`src/rtl/fault_seq_pkg.sv`:
```
package fault_seq_pkg;
  typedef enum logic [1:0] {
    ST_RSTX = 2'd0,
    ST_RUN  = 2'd1,
    ST_EXC  = 2'd2,
    ST_HALT = 2'd3
  } seq_st_e;

  localparam int VEC_BUS   = 2;
  localparam int VEC_ADDR  = 3;
  localparam int VEC_DIVZ  = 5;
  localparam int VEC_TRACE = 9;

  localparam logic [3:0] FMT_SHORT = 4'hA;
  localparam logic [3:0] FMT_LONG  = 4'hB;
  localparam logic [3:0] FMT_TRAP  = 4'h0;
  localparam logic [3:0] FMT_TRACE = 4'h2;
endpackage

```
`src/rtl/fault_prio.sv`:
```
module fault_prio
  import fault_seq_pkg::*;
#(
  parameter int VEC_W = 8
) (
  input  logic             bus_i,
  input  logic             odd_i,
  input  logic             divz_i,
  input  logic             trap_i,
  input  logic             ctrap_i,
  input  logic             cond_i,
  input  logic [VEC_W-1:0] tvec_i,
  output logic             take_o,
  output logic             fault_o,
  output logic [VEC_W-1:0] vec_o
);
  localparam int NREQ = 5;

  logic [NREQ-1:0] req;
  logic [VEC_W-1:0] vtab [NREQ];

  // index order is priority order: highest index wins
  assign req = {bus_i, odd_i, divz_i, trap_i, ctrap_i & cond_i};

  assign vtab[4] = VEC_W'(VEC_BUS);
  assign vtab[3] = VEC_W'(VEC_ADDR);
  assign vtab[2] = VEC_W'(VEC_DIVZ);
  assign vtab[1] = tvec_i;
  assign vtab[0] = tvec_i;

  always_comb begin
    take_o = 1'b0;
    vec_o  = '0;
    for (int i = 0; i < NREQ; i++) begin
      if (req[i]) begin
        take_o = 1'b1;
        vec_o  = vtab[i];
      end
    end
  end

  assign fault_o = bus_i | odd_i;
endmodule

```
`src/rtl/fault_fmt.sv`:
```
module fault_fmt
  import fault_seq_pkg::*;
#(
  parameter int FMT_W = 4
) (
  input  logic             fault_i,
  input  logic             bound_i,
  output logic [FMT_W-1:0] fmt_o
);
  always_comb begin
    if (fault_i) fmt_o = bound_i ? FMT_W'(FMT_SHORT) : FMT_W'(FMT_LONG);
    else         fmt_o = FMT_W'(FMT_TRAP);
  end
endmodule

```
`src/rtl/fault_sr.sv`:
```
module fault_sr (
  input  logic       clk,
  input  logic       rst,
  input  logic       enter_i,
  input  logic       trap_i,
  input  logic       trace_i,
  input  logic       restore_i,
  input  logic       wr_i,
  input  logic [2:0] wdata_i,
  output logic       sup_o,
  output logic [1:0] t_o,
  output logic       tpend_o
);
  logic [2:0] copy_q;

  always_ff @(posedge clk) begin
    if (rst) begin
      sup_o   <= 1'b1;
      t_o     <= 2'b00;
      copy_q  <= 3'b100;
      tpend_o <= 1'b0;
    end else if (enter_i) begin
      copy_q <= {sup_o, t_o};
      sup_o  <= 1'b1;
      t_o    <= 2'b00;
      if (trap_i && (t_o != 2'b00)) tpend_o <= 1'b1;
    end else if (trace_i) begin
      // returning handler restores, then trace entry overlays at once;
      // the saved copy already holds the restored bits
      sup_o   <= 1'b1;
      t_o     <= 2'b00;
      tpend_o <= 1'b0;
    end else if (restore_i) begin
      {sup_o, t_o} <= copy_q;
    end else if (wr_i) begin
      {sup_o, t_o} <= wdata_i;
    end
  end

  // a deferred trace only appears from a trap entry with tracing on
  a_r9_pend_src: assert property (@(posedge clk) disable iff (rst)
    $rose(tpend_o) |-> $past(enter_i && trap_i));
endmodule

```
`src/rtl/fault_seq.sv`:
```
module fault_seq
  import fault_seq_pkg::*;
#(
  parameter int VEC_W = 8,
  parameter int FMT_W = 4
) (
  input  logic               clk,
  input  logic               rst,
  input  logic               bus_err_i,
  input  logic               odd_fetch_i,
  input  logic               divz_i,
  input  logic               trap_i,
  input  logic               ctrap_i,
  input  logic               cond_i,
  input  logic [VEC_W-1:0]   trap_vec_i,
  input  logic               at_bound_i,
  input  logic               rte_reload_i,
  input  logic               rte_done_i,
  input  logic               stack_done_i,
  input  logic               sr_wr_i,
  input  logic [2:0]         sr_wdata_i,
  output logic [VEC_W-1:0]   vec_o,
  output logic [VEC_W+1:0]   vec_off_o,
  output logic [FMT_W-1:0]   fmt_o,
  output logic               fmt_vld_o,
  output logic               busy_o,
  output logic               sup_o,
  output logic               t1_o,
  output logic               t0_o,
  output logic               tpend_o,
  output logic               halted_o
);
  seq_st_e          st_q;
  logic             exc_fault_q;
  logic             ev_take, ev_fault;
  logic [VEC_W-1:0] ev_vec;
  logic [FMT_W-1:0] ev_fmt;
  logic [1:0]       t_bits;
  logic             in_run, dbl_run, run_take, run_ret;
  logic             sr_enter, sr_trace, sr_restore, sr_wr;

  fault_prio #(.VEC_W(VEC_W)) u_prio (
    .bus_i   (bus_err_i),
    .odd_i   (odd_fetch_i),
    .divz_i  (divz_i),
    .trap_i  (trap_i),
    .ctrap_i (ctrap_i),
    .cond_i  (cond_i),
    .tvec_i  (trap_vec_i),
    .take_o  (ev_take),
    .fault_o (ev_fault),
    .vec_o   (ev_vec)
  );

  fault_fmt #(.FMT_W(FMT_W)) u_fmt (
    .fault_i (ev_fault),
    .bound_i (at_bound_i),
    .fmt_o   (ev_fmt)
  );

  assign in_run     = (st_q == ST_RUN);
  assign dbl_run    = in_run && bus_err_i && rte_reload_i;
  assign run_take   = in_run && !dbl_run && ev_take;
  assign run_ret    = in_run && !dbl_run && !ev_take && rte_done_i;
  assign sr_enter   = run_take;
  assign sr_trace   = run_ret && tpend_o;
  assign sr_restore = run_ret && !tpend_o;
  assign sr_wr      = in_run && !dbl_run && !ev_take && sr_wr_i;

  fault_sr u_sr (
    .clk       (clk),
    .rst       (rst),
    .enter_i   (sr_enter),
    .trap_i    (!ev_fault),
    .trace_i   (sr_trace),
    .restore_i (sr_restore),
    .wr_i      (sr_wr),
    .wdata_i   (sr_wdata_i),
    .sup_o     (sup_o),
    .t_o       (t_bits),
    .tpend_o   (tpend_o)
  );

  always_ff @(posedge clk) begin
    if (rst) begin
      st_q        <= ST_RSTX;
      vec_o       <= '0;
      fmt_o       <= '0;
      fmt_vld_o   <= 1'b0;
      exc_fault_q <= 1'b0;
    end else begin
      fmt_vld_o <= 1'b0;
      unique case (st_q)
        ST_RSTX: begin
          if (ev_fault)          st_q <= ST_HALT;
          else if (stack_done_i) st_q <= ST_RUN;
        end
        ST_RUN: begin
          if (dbl_run) begin
            st_q <= ST_HALT;
          end else if (ev_take) begin
            st_q        <= ST_EXC;
            vec_o       <= ev_vec;
            fmt_o       <= ev_fmt;
            fmt_vld_o   <= 1'b1;
            exc_fault_q <= ev_fault;
          end else if (rte_done_i && tpend_o) begin
            st_q        <= ST_EXC;
            vec_o       <= VEC_W'(VEC_TRACE);
            fmt_o       <= FMT_W'(FMT_TRACE);
            fmt_vld_o   <= 1'b1;
            exc_fault_q <= 1'b0;
          end
        end
        ST_EXC: begin
          if (ev_fault && exc_fault_q) begin
            st_q <= ST_HALT;
          end else if (ev_fault) begin
            vec_o       <= ev_vec;
            fmt_o       <= ev_fmt;
            fmt_vld_o   <= 1'b1;
            exc_fault_q <= 1'b1;
          end else if (stack_done_i) begin
            st_q <= ST_RUN;
          end
        end
        default: st_q <= ST_HALT;
      endcase
    end
  end

  assign vec_off_o = {vec_o, 2'b00};
  assign busy_o    = (st_q == ST_RSTX) || (st_q == ST_EXC);
  assign halted_o  = (st_q == ST_HALT);
  assign t1_o      = t_bits[1];
  assign t0_o      = t_bits[0];

  // the halt is sticky
  a_r6_halt_sticky: assert property (@(posedge clk) disable iff (rst)
    halted_o |=> halted_o);

  // a halted core issues no frame and is not busy
  a_r7_halt_quiet: assert property (@(posedge clk) disable iff (rst)
    halted_o |-> (!fmt_vld_o && !busy_o));

  // every strobed entry runs in supervisor mode with tracing off
  a_r8_entry_sr: assert property (@(posedge clk) disable iff (rst)
    fmt_vld_o |-> (sup_o && !t1_o && !t0_o));

  // fault vectors always carry a short or long fault frame
  a_r2_fault_fmt: assert property (@(posedge clk) disable iff (rst)
    (fmt_vld_o && (vec_o == VEC_W'(VEC_BUS) || vec_o == VEC_W'(VEC_ADDR)))
      |-> (fmt_o == FMT_W'(FMT_SHORT) || fmt_o == FMT_W'(FMT_LONG)));
endmodule

```
`config.mk`:
```
export PLATFORM = sky130hd
export DESIGN_NAME = fault_seq
export DESIGN_NICKNAME = d
export VERILOG_FILES = /design/src/rtl/fault_seq_pkg.sv /design/src/rtl/fault_prio.sv /design/src/rtl/fault_fmt.sv /design/src/rtl/fault_sr.sv /design/src/rtl/fault_seq.sv
export SDC_FILE = /design/constraint.sdc
export NUM_CORES = 1
export LEC_CHECK = 0
export BUFFER_PORTS_ARGS = -buffer_cell sky130_fd_sc_hd__buf_2
export CAP_MARGIN = 0
export CORE_MARGIN = 2
export CORE_UTILIZATION = 46
export CTS_CLUSTER_SIZE = 28
export DETAILED_ROUTE_END_ITERATION = 12
export PLACE_DENSITY_LB_ADDON = 0.1
export SLEW_MARGIN = 20
export SYNTH_ARGS = -nofsm -noshare
export SYNTH_HDL_FRONTEND = slang
export SYNTH_SLANG_ARGS = --single-unit
export TNS_END_PERCENT = 30
```
`constraint.sdc`:
```
create_clock -name clk -period 2 [get_ports clk]
set_input_delay 0.4 -clock clk [delete_from_list [all_inputs] [get_ports clk]]
set_output_delay 0.4 -clock clk [all_outputs]
set_load 0.01 [all_outputs]
```
==> qor.txt <==
status: completed
fin crit share: 96.6%
Worst Reg-to-Reg Cells: 6
total number of vias: 1231
Fill cells: 243
post-layout min period: 1.93 ns
post-route ant nets: 0
die area: 0.00309 mm2
die width: 55.6 um
Leak: 0.696 nW
post-synth top area cell: dfxtp_1
FMAX: 517 MHz
Synth Flop Type: dfxtp_1
Placer Congestion: 0.812
register area share after synthesis: 36.0%
Final Hold Viols: 0
Reg clk slew, reported paths: 0.13 ns
first-pass GRT wire length: 5.00 mm
Antenna diodes: 0
synth top area cells: dfxtp_1 36%, buf_4 6.8%, a21oi_1 6.6%
core area: 0.00250 mm2
Worst Hold Class: in -> reg
Final setup viols: 0
GR Overflow Total: 0
row count: 18
GRT Total Usage: 19.6%
Syn Inst Count: 148
CTS H-tree depth: 1
DRT Wirelength: 2.99 mm
I/O pin cnt: 53
Rel. slew slack: 65.6%
register bit total from synthesis: 22
Synth top area share: 36.0%
Post-Place Cells: 218
crit end category: output port
Worst Path Required: 1.60 ns
setup TNS: 0 ns
dpl hpwl: 2.30 mm
worst vdd ir: 0.000671 V
Warnings, synthesis: 0
WS Path Type: reg -> out
DR iter-0 viols: 39
Initial Utilization: 48.9%
Worst Tran Pin Value: 0.516 ns
WL per Instance: 13.5 um
distinct cell type count after synthesis: 38
Post-synth ARST share: 0%
clock tree buffer depth: 2
skew final: 0.00771 ns
Post-synth EDFFs: 0
Max Cap Viol: 0
initial antenna violation count: 0
Worst setup SP type: flip-flop
most common cell in the netlist: dfxtp_1
syn_area_per_cell: 8.26 um2
die height: 55.6 um
commonest cells in the netlist: 22 x dfxtp_1, 16 x a21oi_1, 13 x nor2_1
Buffers on Ports: 49
WHS: 0.321 ns
WP data arrival: 1.53 ns
Post-Synthesis Cell Area: 0.00122 mm2
CTS hold repair buffers: 0
power per cell area: 1100 mW/mm2
hold depth: 2
CTS tree: yes
Clock Latency Late Sink: 0.31 ns
share of layout cells above drive strength 1: 34.4%
largest net degree at the start of global routing: 20
Post-Layout Cell Count: 222
Detailed Routing Iterations Pass 1: 4
Area Growth Syn to Fin: 22.2%
Final nets: 221
total CTS buffers: 3
CTS root buf: clkbuf_4
number of clock sinks: 22
number of global-route vias before repair: 1164
fin. max-slew vios: 0
unrepaired setup endpoints after global routing: no
vias per inst: 5.55
DRC viols: 0
crit-path max FO: 7
Post-CTS Setup Bufs: 0
## worst paths after layout
| path | to | slack, ns | from |
|---|---|---|---|
| min | u_sr.tpend_o | 0.32 | rte_done_i |
| max reg2reg | fmt_o[0] | 0.09 | st_q[1] |
| min reg2reg | fmt_o[3] | 0.48 | fmt_o[3] |
| max | busy_o | 0.07 | st_q[0] |
## critical path: stages (launching register included)
cell,delay [ns]
dfxtp_2,0.38
inv_1,0.07
ha_1,0.28
or2_2,0.35
buf_2,0.15
## metal layers
metal	track usage, %	wire length (um)
met5	0	0
met4	6.62	22
met3	3.04	176
met2	34.9	1470
met1	23.8	1320
## cell type report
cell class                 count  area, um2  share of cell area, %
sequential                    22        442                   29.6
multi-input combinational    107        669                   44.8
clock buffer                   4       36.3                   2.43
inverter                       3       11.3                  0.754
timing repair buffer          56        298                   19.9
tap                           30       37.5                   2.51
## flip-flops by register name, summed over array words and instances (netlist names)
signal,flops
u_sr.copy_q,3
u_sr.sup_o,1
u_sr.tpend_o,1
exc_fault_q,1
u_sr.t_o,2
st_q,2
fmt_vld_o,1
vec_o,8
fmt_o,3
## cell families after synthesis
family / share of synthesized area, %
AOI/OAI and AO/OA: 26.6
and+or+nand+nor: 21.4
DFF: 36.0
buffers and inverters: 9.93
adders and majority gates: 4.09
muxes: 1.64
other: 0.307
## what timing repair did
| item | 4_1_cts | 5_1_grt |
|---|---|---|
| endpoints found under the hold margin | 0 | 0 |
| gates resized for setup | 0 | 2 |
| setup endpoints to repair | 0 | 3 |
## per-stage QoR
stage | worst slack, ns | util (%) | power, W | cell area, um2
4_1_cts | 0.0287 | 59.7 | 0.00164 | 1490
2_1_floorplan | 0.207 | - | 0.00116 | 1230
5_1_grt | 0.0108 | 59.8 | 0.00176 | 1490
6_report | 0.0673 | 59.8 | 0.00164 | 1490
3_5_place_dp | 0.117 | 58.2 | 0.00139 | 1460
3_3_place_gp | 0.181 | 58.2 | 0.00138 | 1460
## layout by cell type, fill, tap and decap left out, drive strengths merged
master    n
o2111ai   2
nand2b    4
ha        4
nor2b     5
dfxtp    22
a31oi     2
and3      5
conb      3
and2      2
a211oi    5
a21oi    16
o211ai    2
nand3     1
inv       3
nor4      1
a211o     2
nor3b     4
a311oi    1
buf      56
or4       1
mux2i     2
clkbuf    4
nand4     4
or2       2
o21bai    2
o31ai     1
a21bo     1
nand2     3
a21boi    1
o311ai    1
nor3      2
nor2     13
o21ai    10
o21a      4
a21o      1
## report_power, final
| part | total, W | internal (W) | switching [W] |
|---|---|---|---|
| clock | 0.000247 | 0.000111 | 0.000136 |
| combinational | 0.000796 | 0.000355 | 0.000441 |
| sequential | 0.000594 | 0.000536 | 0.0000580 |
| total | 0.00164 | 0.00100 | 0.000635 |
Note: power is estimated with default switching activity, not from simulation.
